==> config.mk <==
export PLATFORM = sky130hd
export DESIGN_NAME = amon_top
export DESIGN_NICKNAME = d
export VERILOG_FILES = /design/src/rtl/amon_pkg.sv /design/src/rtl/amon_datapath.sv /design/src/rtl/amon_ctrl.sv /design/src/rtl/amon_top.sv
export SDC_FILE = /design/constraint.sdc
export NUM_CORES = 1
export LEC_CHECK = 0
export ABC_AREA = 1
export BUFFER_PORTS_ARGS = -buffer_cell sky130_fd_sc_hd__buf_2
export CORE_MARGIN = 5
export CORE_UTILIZATION = 45
export CTS_CLUSTER_DIAMETER = 80
export CTS_CLUSTER_SIZE = 12
export DETAILED_ROUTE_END_ITERATION = 16
export SLEW_MARGIN = 10
export SYNTH_ARGS = -nofsm -noshare
export SYNTH_HDL_FRONTEND = slang
export SYNTH_SLANG_ARGS = --single-unit
==> constraint.sdc <==
create_clock -name clk -period 6.82 [get_ports clk]
set_clock_uncertainty 0.1 [all_clocks]
set_input_delay 0.682 -clock clk [delete_from_list [all_inputs] [get_ports clk]]
set_output_delay 0.682 -clock clk [all_outputs]
set_load 0.05 [all_outputs]
==> src/rtl/amon_pkg.sv <==
`timescale 1ns/1ps
package amon_pkg;
  localparam int DW = 32;
  localparam int AW = 7;
  localparam int KW = 3;
  localparam int NUMW = 3;
  localparam int RUNW = NUMW + 1;
  localparam int NSTAT = 4;

  localparam logic [AW-1:0] ADDR_GSTAT  = 7'h00;
  localparam logic [AW-1:0] ADDR_PERIOD = 7'h04;
  localparam logic [AW-1:0] ADDR_CTRL   = 7'h40;
  localparam logic [AW-1:0] ADDR_UPPER  = 7'h44;
  localparam logic [AW-1:0] ADDR_LOWER  = 7'h48;
  localparam logic [AW-1:0] ADDR_INIT   = 7'h4C;
  localparam logic [AW-1:0] ADDR_AVGUP  = 7'h50;
  localparam logic [AW-1:0] ADDR_AVGLO  = 7'h54;
  localparam logic [AW-1:0] ADDR_WEIGHT = 7'h58;
  localparam logic [AW-1:0] ADDR_AVG    = 7'h60;
  localparam logic [AW-1:0] ADDR_STAT   = 7'h64;

  localparam int B_EN       = 31;
  localparam int B_UPARM    = 30;
  localparam int B_DNARM    = 29;
  localparam int B_UPNUM    = 26;
  localparam int B_DNNUM    = 23;
  localparam int B_AVGUPEN  = 21;
  localparam int B_AVGDNEN  = 20;
  localparam int B_PERIODIC = 18;
  localparam int B_K        = 10;

  localparam int S_TOP = 31;

  typedef struct packed {
    logic periodEnd;
    logic restart;
  } strobe_t;

  typedef struct packed {
    logic cntAbove;
    logic cntBelow;
    logic avgAbove;
    logic avgBelow;
  } cmp_t;

  typedef struct packed {
    logic [DW-1:0] upper;
    logic [DW-1:0] lower;
    logic [DW-1:0] initAvg;
    logic [DW-1:0] avgUp;
    logic [DW-1:0] avgLo;
    logic [DW-1:0] weight;
    logic [KW-1:0] k;
  } cfg_t;
endpackage

==> src/rtl/amon_datapath.sv <==
`timescale 1ns/1ps
module amon_datapath
  import amon_pkg::*;
(
  input  logic          clk,
  input  logic          rstN,
  input  logic          actEvent,
  input  logic          running,
  input  strobe_t       strb,
  input  cfg_t          cfg,
  output cmp_t          cmp,
  output logic [DW-1:0] avgOut
);
  localparam int SHW = KW + 1;

  logic [DW-1:0]   accQ;
  logic [DW-1:0]   avgQ;
  logic [DW:0]     sum;
  logic [DW-1:0]   countNow;
  logic signed [DW:0] diff;
  logic signed [DW:0] step;
  logic [SHW-1:0]  shAmt;
  logic [DW-1:0]   avgNext;

  always_comb begin
    sum      = {1'b0, accQ} + (actEvent ? {1'b0, cfg.weight} : '0);
    countNow = sum[DW] ? '1 : sum[DW-1:0];
    shAmt    = {1'b0, cfg.k} + SHW'(1);
    diff     = $signed({1'b0, countNow}) - $signed({1'b0, avgQ});
    step     = diff >>> shAmt;
    avgNext  = avgQ + step[DW-1:0];
  end

  always_comb begin
    cmp.cntAbove = countNow > cfg.upper;
    cmp.cntBelow = countNow < cfg.lower;
    cmp.avgAbove = avgNext > cfg.avgUp;
    cmp.avgBelow = avgNext < cfg.avgLo;
  end

  always_ff @(posedge clk or negedge rstN) begin
    if (!rstN) begin
      accQ <= '0;
      avgQ <= '0;
    end else if (strb.restart) begin
      accQ <= '0;
      avgQ <= cfg.initAvg;
    end else if (!running) begin
      accQ <= '0;
    end else if (strb.periodEnd) begin
      accQ <= '0;
      avgQ <= avgNext;
    end else begin
      accQ <= countNow;
    end
  end

  assign avgOut = avgQ;
endmodule

==> src/rtl/amon_ctrl.sv <==
`timescale 1ns/1ps
module amon_ctrl
  import amon_pkg::*;
#(
  parameter int            CYCLES_PER_UNIT = 2,
  parameter int            PERIOD_W        = 16,
  parameter int            DEF_PERIOD      = 12,
  parameter logic [31:0]   DEF_WEIGHT      = 32'h400
) (
  input  logic          clk,
  input  logic          rstN,
  input  logic          cfgValid,
  input  logic          cfgWrite,
  input  logic [AW-1:0] cfgAddr,
  input  logic [DW-1:0] cfgWdata,
  output logic [DW-1:0] cfgRdata,
  input  cmp_t          cmp,
  input  logic [DW-1:0] avgIn,
  output strobe_t       strb,
  output cfg_t          cfg,
  output logic          running,
  output logic [DW-1:0] ctrlOut,
  output logic [NSTAT-1:0] statOut,
  output logic          irq
);
  localparam int UNIT_W = (CYCLES_PER_UNIT > 1) ? $clog2(CYCLES_PER_UNIT) : 1;
  localparam logic [UNIT_W-1:0] UNIT_LAST = UNIT_W'(CYCLES_PER_UNIT - 1);

  logic [PERIOD_W-1:0] periodQ;
  logic [DW-1:0]       ctrlQ, upperQ, lowerQ, initQ, avgUpQ, avgLoQ, weightQ;
  logic [NSTAT-1:0]    statQ;
  logic [UNIT_W-1:0]   unitCnt;
  logic [PERIOD_W-1:0] periodCnt;
  logic [RUNW-1:0]     upRun, dnRun, upNeed, dnNeed;
  logic                wrEn, ctrlWr, statWr, unitLast, periodEnd;
  logic                upArm, dnArm, upHit, dnHit;
  logic [NSTAT-1:0]    setVec, clrVec;

  // register write decode
  always_comb begin
    wrEn   = cfgValid && cfgWrite;
    ctrlWr = wrEn && (cfgAddr == ADDR_CTRL);
    statWr = wrEn && (cfgAddr == ADDR_STAT);
  end

  always_ff @(posedge clk or negedge rstN) begin
    if (!rstN) begin
      periodQ <= PERIOD_W'(DEF_PERIOD - 1);
      upperQ  <= '0;
      lowerQ  <= '0;
      initQ   <= '0;
      avgUpQ  <= '0;
      avgLoQ  <= '0;
      weightQ <= DEF_WEIGHT;
    end else if (wrEn) begin
      case (cfgAddr)
        ADDR_PERIOD: periodQ <= cfgWdata[PERIOD_W-1:0];
        ADDR_UPPER:  upperQ  <= cfgWdata;
        ADDR_LOWER:  lowerQ  <= cfgWdata;
        ADDR_INIT:   initQ   <= cfgWdata;
        ADDR_AVGUP:  avgUpQ  <= cfgWdata;
        ADDR_AVGLO:  avgLoQ  <= cfgWdata;
        ADDR_WEIGHT: weightQ <= cfgWdata;
        default: ;
      endcase
    end
  end

  // period tick generator
  always_comb begin
    running   = ctrlQ[B_EN] && ctrlQ[B_PERIODIC];
    unitLast  = (unitCnt == UNIT_LAST);
    periodEnd = running && unitLast && (periodCnt >= periodQ);
  end

  always_ff @(posedge clk or negedge rstN) begin
    if (!rstN) begin
      unitCnt   <= '0;
      periodCnt <= '0;
    end else if (!running) begin
      unitCnt   <= '0;
      periodCnt <= '0;
    end else if (unitLast) begin
      unitCnt   <= '0;
      periodCnt <= (periodCnt >= periodQ) ? '0 : periodCnt + 1'b1;
    end else begin
      unitCnt <= unitCnt + 1'b1;
    end
  end

  // consecutive-breach detectors
  always_comb begin
    upArm  = ctrlQ[B_UPARM];
    dnArm  = ctrlQ[B_DNARM];
    upNeed = RUNW'(ctrlQ[B_UPNUM +: NUMW]) + RUNW'(1);
    dnNeed = RUNW'(ctrlQ[B_DNNUM +: NUMW]) + RUNW'(1);
    upHit  = periodEnd && upArm && cmp.cntAbove && ((upRun + 1'b1) == upNeed);
    dnHit  = periodEnd && dnArm && cmp.cntBelow && ((dnRun + 1'b1) == dnNeed);
  end

  always_ff @(posedge clk or negedge rstN) begin
    if (!rstN) begin
      upRun <= '0;
      dnRun <= '0;
    end else begin
      if (!running || !upArm) upRun <= '0;
      else if (periodEnd) upRun <= (cmp.cntAbove && !upHit) ? upRun + 1'b1 : '0;
      if (!running || !dnArm) dnRun <= '0;
      else if (periodEnd) dnRun <= (cmp.cntBelow && !dnHit) ? dnRun + 1'b1 : '0;
    end
  end

  // control register: software write wins over self-disarm
  always_ff @(posedge clk or negedge rstN) begin
    if (!rstN) begin
      ctrlQ <= '0;
    end else if (ctrlWr) begin
      ctrlQ <= cfgWdata;
    end else begin
      if (upHit) ctrlQ[B_UPARM] <= 1'b0;
      if (dnHit) ctrlQ[B_DNARM] <= 1'b0;
    end
  end

  // sticky status with write-one-to-clear; a new event wins over a clear
  always_comb begin
    setVec = {upHit, dnHit,
              periodEnd && ctrlQ[B_AVGUPEN] && cmp.avgAbove,
              periodEnd && ctrlQ[B_AVGDNEN] && cmp.avgBelow};
    clrVec = statWr ? cfgWdata[S_TOP -: NSTAT] : '0;
  end

  always_ff @(posedge clk or negedge rstN) begin
    if (!rstN) statQ <= '0;
    else       statQ <= (statQ & ~clrVec) | setVec;
  end

  assign irq = |statQ;

  // read mux, same-cycle data
  always_comb begin
    cfgRdata = '0;
    if (cfgValid && !cfgWrite) begin
      case (cfgAddr)
        ADDR_GSTAT:  cfgRdata = {{(DW-1){1'b0}}, irq};
        ADDR_PERIOD: cfgRdata = DW'(periodQ);
        ADDR_CTRL:   cfgRdata = ctrlQ;
        ADDR_UPPER:  cfgRdata = upperQ;
        ADDR_LOWER:  cfgRdata = lowerQ;
        ADDR_INIT:   cfgRdata = initQ;
        ADDR_AVGUP:  cfgRdata = avgUpQ;
        ADDR_AVGLO:  cfgRdata = avgLoQ;
        ADDR_WEIGHT: cfgRdata = weightQ;
        ADDR_AVG:    cfgRdata = avgIn;
        ADDR_STAT:   cfgRdata = {statQ, {(DW-NSTAT){1'b0}}};
        default:     cfgRdata = '0;
      endcase
    end
  end

  always_comb begin
    strb.periodEnd = periodEnd;
    strb.restart   = ctrlWr && cfgWdata[B_EN] && !ctrlQ[B_EN];
    cfg.upper   = upperQ;
    cfg.lower   = lowerQ;
    cfg.initAvg = initQ;
    cfg.avgUp   = avgUpQ;
    cfg.avgLo   = avgLoQ;
    cfg.weight  = weightQ;
    cfg.k       = ctrlQ[B_K +: KW];
  end

  assign ctrlOut = ctrlQ;
  assign statOut = statQ;
endmodule

==> src/rtl/amon_top.sv <==
`timescale 1ns/1ps
module amon_top
  import amon_pkg::*;
#(
  parameter int          CYCLES_PER_UNIT = 2,
  parameter int          PERIOD_W        = 16,
  parameter int          DEF_PERIOD      = 12,
  parameter logic [31:0] DEF_WEIGHT      = 32'h400
) (
  input  logic          clk,
  input  logic          rstN,
  input  logic          actEvent,
  input  logic          cfgValid,
  input  logic          cfgWrite,
  input  logic [AW-1:0] cfgAddr,
  input  logic [DW-1:0] cfgWdata,
  output logic [DW-1:0] cfgRdata,
  output logic          irq
);
  strobe_t          strb;
  cfg_t             cfg;
  cmp_t             cmp;
  logic             running;
  logic             periodEnd;
  logic [DW-1:0]    avgVal;
  logic [DW-1:0]    ctrlVal;
  logic [NSTAT-1:0] statVal;

  amon_ctrl #(
    .CYCLES_PER_UNIT(CYCLES_PER_UNIT),
    .PERIOD_W(PERIOD_W),
    .DEF_PERIOD(DEF_PERIOD),
    .DEF_WEIGHT(DEF_WEIGHT)
  ) u_ctrl (
    .clk(clk), .rstN(rstN),
    .cfgValid(cfgValid), .cfgWrite(cfgWrite), .cfgAddr(cfgAddr),
    .cfgWdata(cfgWdata), .cfgRdata(cfgRdata),
    .cmp(cmp), .avgIn(avgVal), .strb(strb), .cfg(cfg), .running(running),
    .ctrlOut(ctrlVal), .statOut(statVal), .irq(irq)
  );

  amon_datapath u_dp (
    .clk(clk), .rstN(rstN), .actEvent(actEvent), .running(running),
    .strb(strb), .cfg(cfg), .cmp(cmp), .avgOut(avgVal)
  );

  assign periodEnd = strb.periodEnd;
endmodule

==> flow_metrics.tcl <==
set metrics [dict create \
    clkSlewWorstSetupHoldPaths_ns 0.06 \
    worstPathMaxFanout 4 \
    drtPass1Iterations 6 \
    finalSetupTns_ns -1.11 \
    period_share_pct 109 \
    utilization_pct 60.9 \
    routed_wirelength_um 101000 \
    min_period_ns 7.43 \
    synth.most_common_cell "nand2_1" \
    clock-sinks 333 \
    cp-end-kind "register" \
    rsz0062_at_grt "yes" \
    final_cell_area_mm2 0.0330 \
    post_dp_cell_area_mm2 0.0296 \
    grt-ovfl-total 0 \
    dr_total_vias 26800 \
    synth_top_area_share_pct 33.4 \
    grt_pass1_vias 26300 \
    synthesis.area_mm2 0.0247 \
    required_ns 7.22 \
    timing.final.ws_setup_ns -0.610 \
    gp_congestion 1.00 \
    cts_buffer_depth 3 \
    dieWidth_um 244 \
    reg2reg_depth 50 \
    crit_top_cell "nand2_1" \
    antennaDiodeCount 0 \
    leakagePower_nw 16.2 \
    regToRegStartpoint "u_ctrl.weightQ[14]" \
    seq_area_frac_synth_pct 33.8 \
    viasPerCell 5.74 \
    cpMaxStageDelayCell "dfrtp_2" \
    yosysTopAreaCell "dfrtp_1" \
    grt_max_degree 109 \
    drt_drc_violations_left 0 \
    slowest_delay_ns 0.48 \
    nNetsFinal 4234 \
    rrSetupSlack_ns -0.61 \
    yosys_warnings 0 \
    async_reset_ff_share_pct 100 \
    ys_ff_latch 333 \
    relSlewSlack_pct 33.0 \
    synth_common_cells "nand2_1 (866), inv_1 (446), o21ai_0 (370), dfrtp_1 (329), ha_1 (243)" \
    place_hpwl_um 77800 \
    worstPathArrival_ns 7.83 \
    crit_type "register to register" \
    antenna_found_initial 1 \
    place_inst 4552 \
    clockRootBuffer "clkbuf_16" \
    drive_gt1_share_pct 28.1 \
    rows 85 \
    syn_area_per_cell_um2 7.24 \
    syn_inst 3410 \
    initial_utilization_pct 45.6 \
    coreArea_mm2 0.0541 \
    cts_max_level 2 \
    setup_viol 2 \
    p_per_area_mw_per_mm2 260 \
    ant_nets 0 \
    finalMaxSlewViolations 0 \
    fin_cells 4659 \
    wire_per_inst_um 21.6 \
    violations "setup timing" \
    critPathLaunchType "register" \
    syn_to_final_growth_pct 33.6 \
    grt_util_all_layers_pct 32.6 \
    insertion_delay_ns 0.58 \
    dr.first_iter.drc_count 2877 \
    worstReg2RegEnd "u_ctrl.statOut[1]" \
    grt_pass1_wl_um 152000 \
    synth_area_leaders "dfrtp_1 (33%), nand2_1 (13%), ha_1 (12%)" \
    finalHoldViolCount 0 \
    top_level_ports 77 \
    status "finished with violations" \
    cts_buffers 36 \
    synth_nets 3700 \
    fp.dieH_um 244 \
    clock.fmax_ghz 0.135 \
    min_path_type "input pin to async pin" \
    cts_tree "yes" \
    io_buffers 76 \
    synth_edf_count 0 \
    maxCapViolCount 0 \
    die_area_mm2 0.0596 \
    dp_slack_ns -1.70 \
    irDropWorstVdd_mv 0.169 \
    ys.flop_type "dfrtp_1" \
    synth_cell_types 58 \
    postCtsHoldBufs 0 \
    tightest_slew_ns 0.980 \
]
where the power goes:
group	switching [mW]	total [mW]	internal (mW)
combinational	2.51	4.56	2.05
clock	0.872	1.87	0.996
sequential	0.0856	2.14	2.06
total	3.47	8.57	5.10
layer usage:
metal / up-vias / part of all wire, % / GRT usage, % / wire [um]
li1: 12500 / - / - / -
met1: 12900 / 45 / 48.4 / 45100
met2: 1215 / 42 / 49.0 / 42600
met3: 180 / 10 / 6.61 / 10300
met4: 0 / 2.8 / 8.10 / 2790
met5: - / 0 / 0 / 0
placed cells by master (no fill, tap or decap), drive strengths merged, types with 2 or more instances in the layout:
cell type and count:
xor2 55, o22ai 55, ha 243, dfrtp 329, xnor2 26, o21ai 379, o221ai 18, o211ai 38
o2111ai 6, a21oi 219, nand3 191, o21bai 17, and3 4, a2111oi 8, a31oi 23, a21o 10
a221oi 30, mux2i 2, nor3 31, buf 602, nor2 197, and2 2, fa 3, o31ai 2
clkinv 12, o221a 2, nor4 14, nand4 26, o21a 7, a211oi 10, inv 461, a21boi 3
nand2 868, or2 10, clkbuf 48, dfstp 4
through the flow:
stage	power, mW	hold slack [ns]
after floorplan	4.24	0.286
after global placement	5.92	0.366
after detailed placement	5.97	0.373
after CTS	8.25	0.0828
after global routing	9.09	0.142
final	8.57	0.0514
kinds of logic after synthesis:
| family | after synthesis | share of synthesized area [%] |
|---|---|---|
| AO/OA/AOI/OAI | 831 | 19.4 |
| XOR/XNOR | 81 | 2.87 |
| adder cells (fa/ha/maj) | 246 | 12.6 |
| buffers and inverters | 572 | 8.81 |
| flip-flops | 333 | 33.8 |
| multiplexers | 2 | 0.0811 |
| AND/OR/NAND/NOR | 1345 | 22.5 |
state kept, by name, indices dropped and copies added (netlist names), 32 cells and up:
signal	flops
u_ctrl.avgLoQ	32
u_ctrl.avgUpQ	32
u_ctrl.ctrlOut	32
u_ctrl.initQ	32
u_ctrl.lowerQ	32
u_ctrl.upperQ	32
u_ctrl.weightQ	32
u_dp.accQ	32
u_dp.avgOut	32
cell type report:
| class | instances | area, um^2 |
|---|---|---|
| clock buffer | 48 | 956 |
| clock inverter | 9 | 88.8 |
| fill | 5049 | 21200 |
| inverter | 465 | 1760 |
| multi-input combinational | 2506 | 16500 |
| sequential | 333 | 8350 |
| tap | 696 | 871 |
| timing repair buffer | 602 | 4430 |
worst max path at each step:
stage	from	endpoint	slack, ns	cells after the start
floorplan	actEvent	u_ctrl.statOut[1]	-0.27	51
global placement	actEvent	u_ctrl.statOut[0]	-1.65	49
detailed placement	actEvent	u_ctrl.statOut[1]	-1.70	46
CTS	u_ctrl.weightQ[0]	u_ctrl.statOut[1]	-0.49	50
global route	u_ctrl.weightQ[15]	u_ctrl.statOut[1]	-1.05	51
finish	u_ctrl.weightQ[14]	u_ctrl.statOut[1]	-0.61	50
worst max-delay path: cells and delay by family, from the launching register on:
family                   cells  cell delay, ns
AO/OA/AOI/OAI               11            1.93
adder cells (fa/ha/maj)      4            1.08
AND/OR/NAND/NOR             27            2.84
flip-flops                   1            0.48
buffers and inverters        7            0.69
XOR/XNOR                     1            0.21
timing repair:
item | CTS | global route
pin swaps | 101 | 91
gates resized for setup | 259 | 177
buffers inserted | 38 | 13
endpoints found under the setup margin | 3 | 14
gates cloned | 1 | 0
Power figures use the tool's default switching activity.
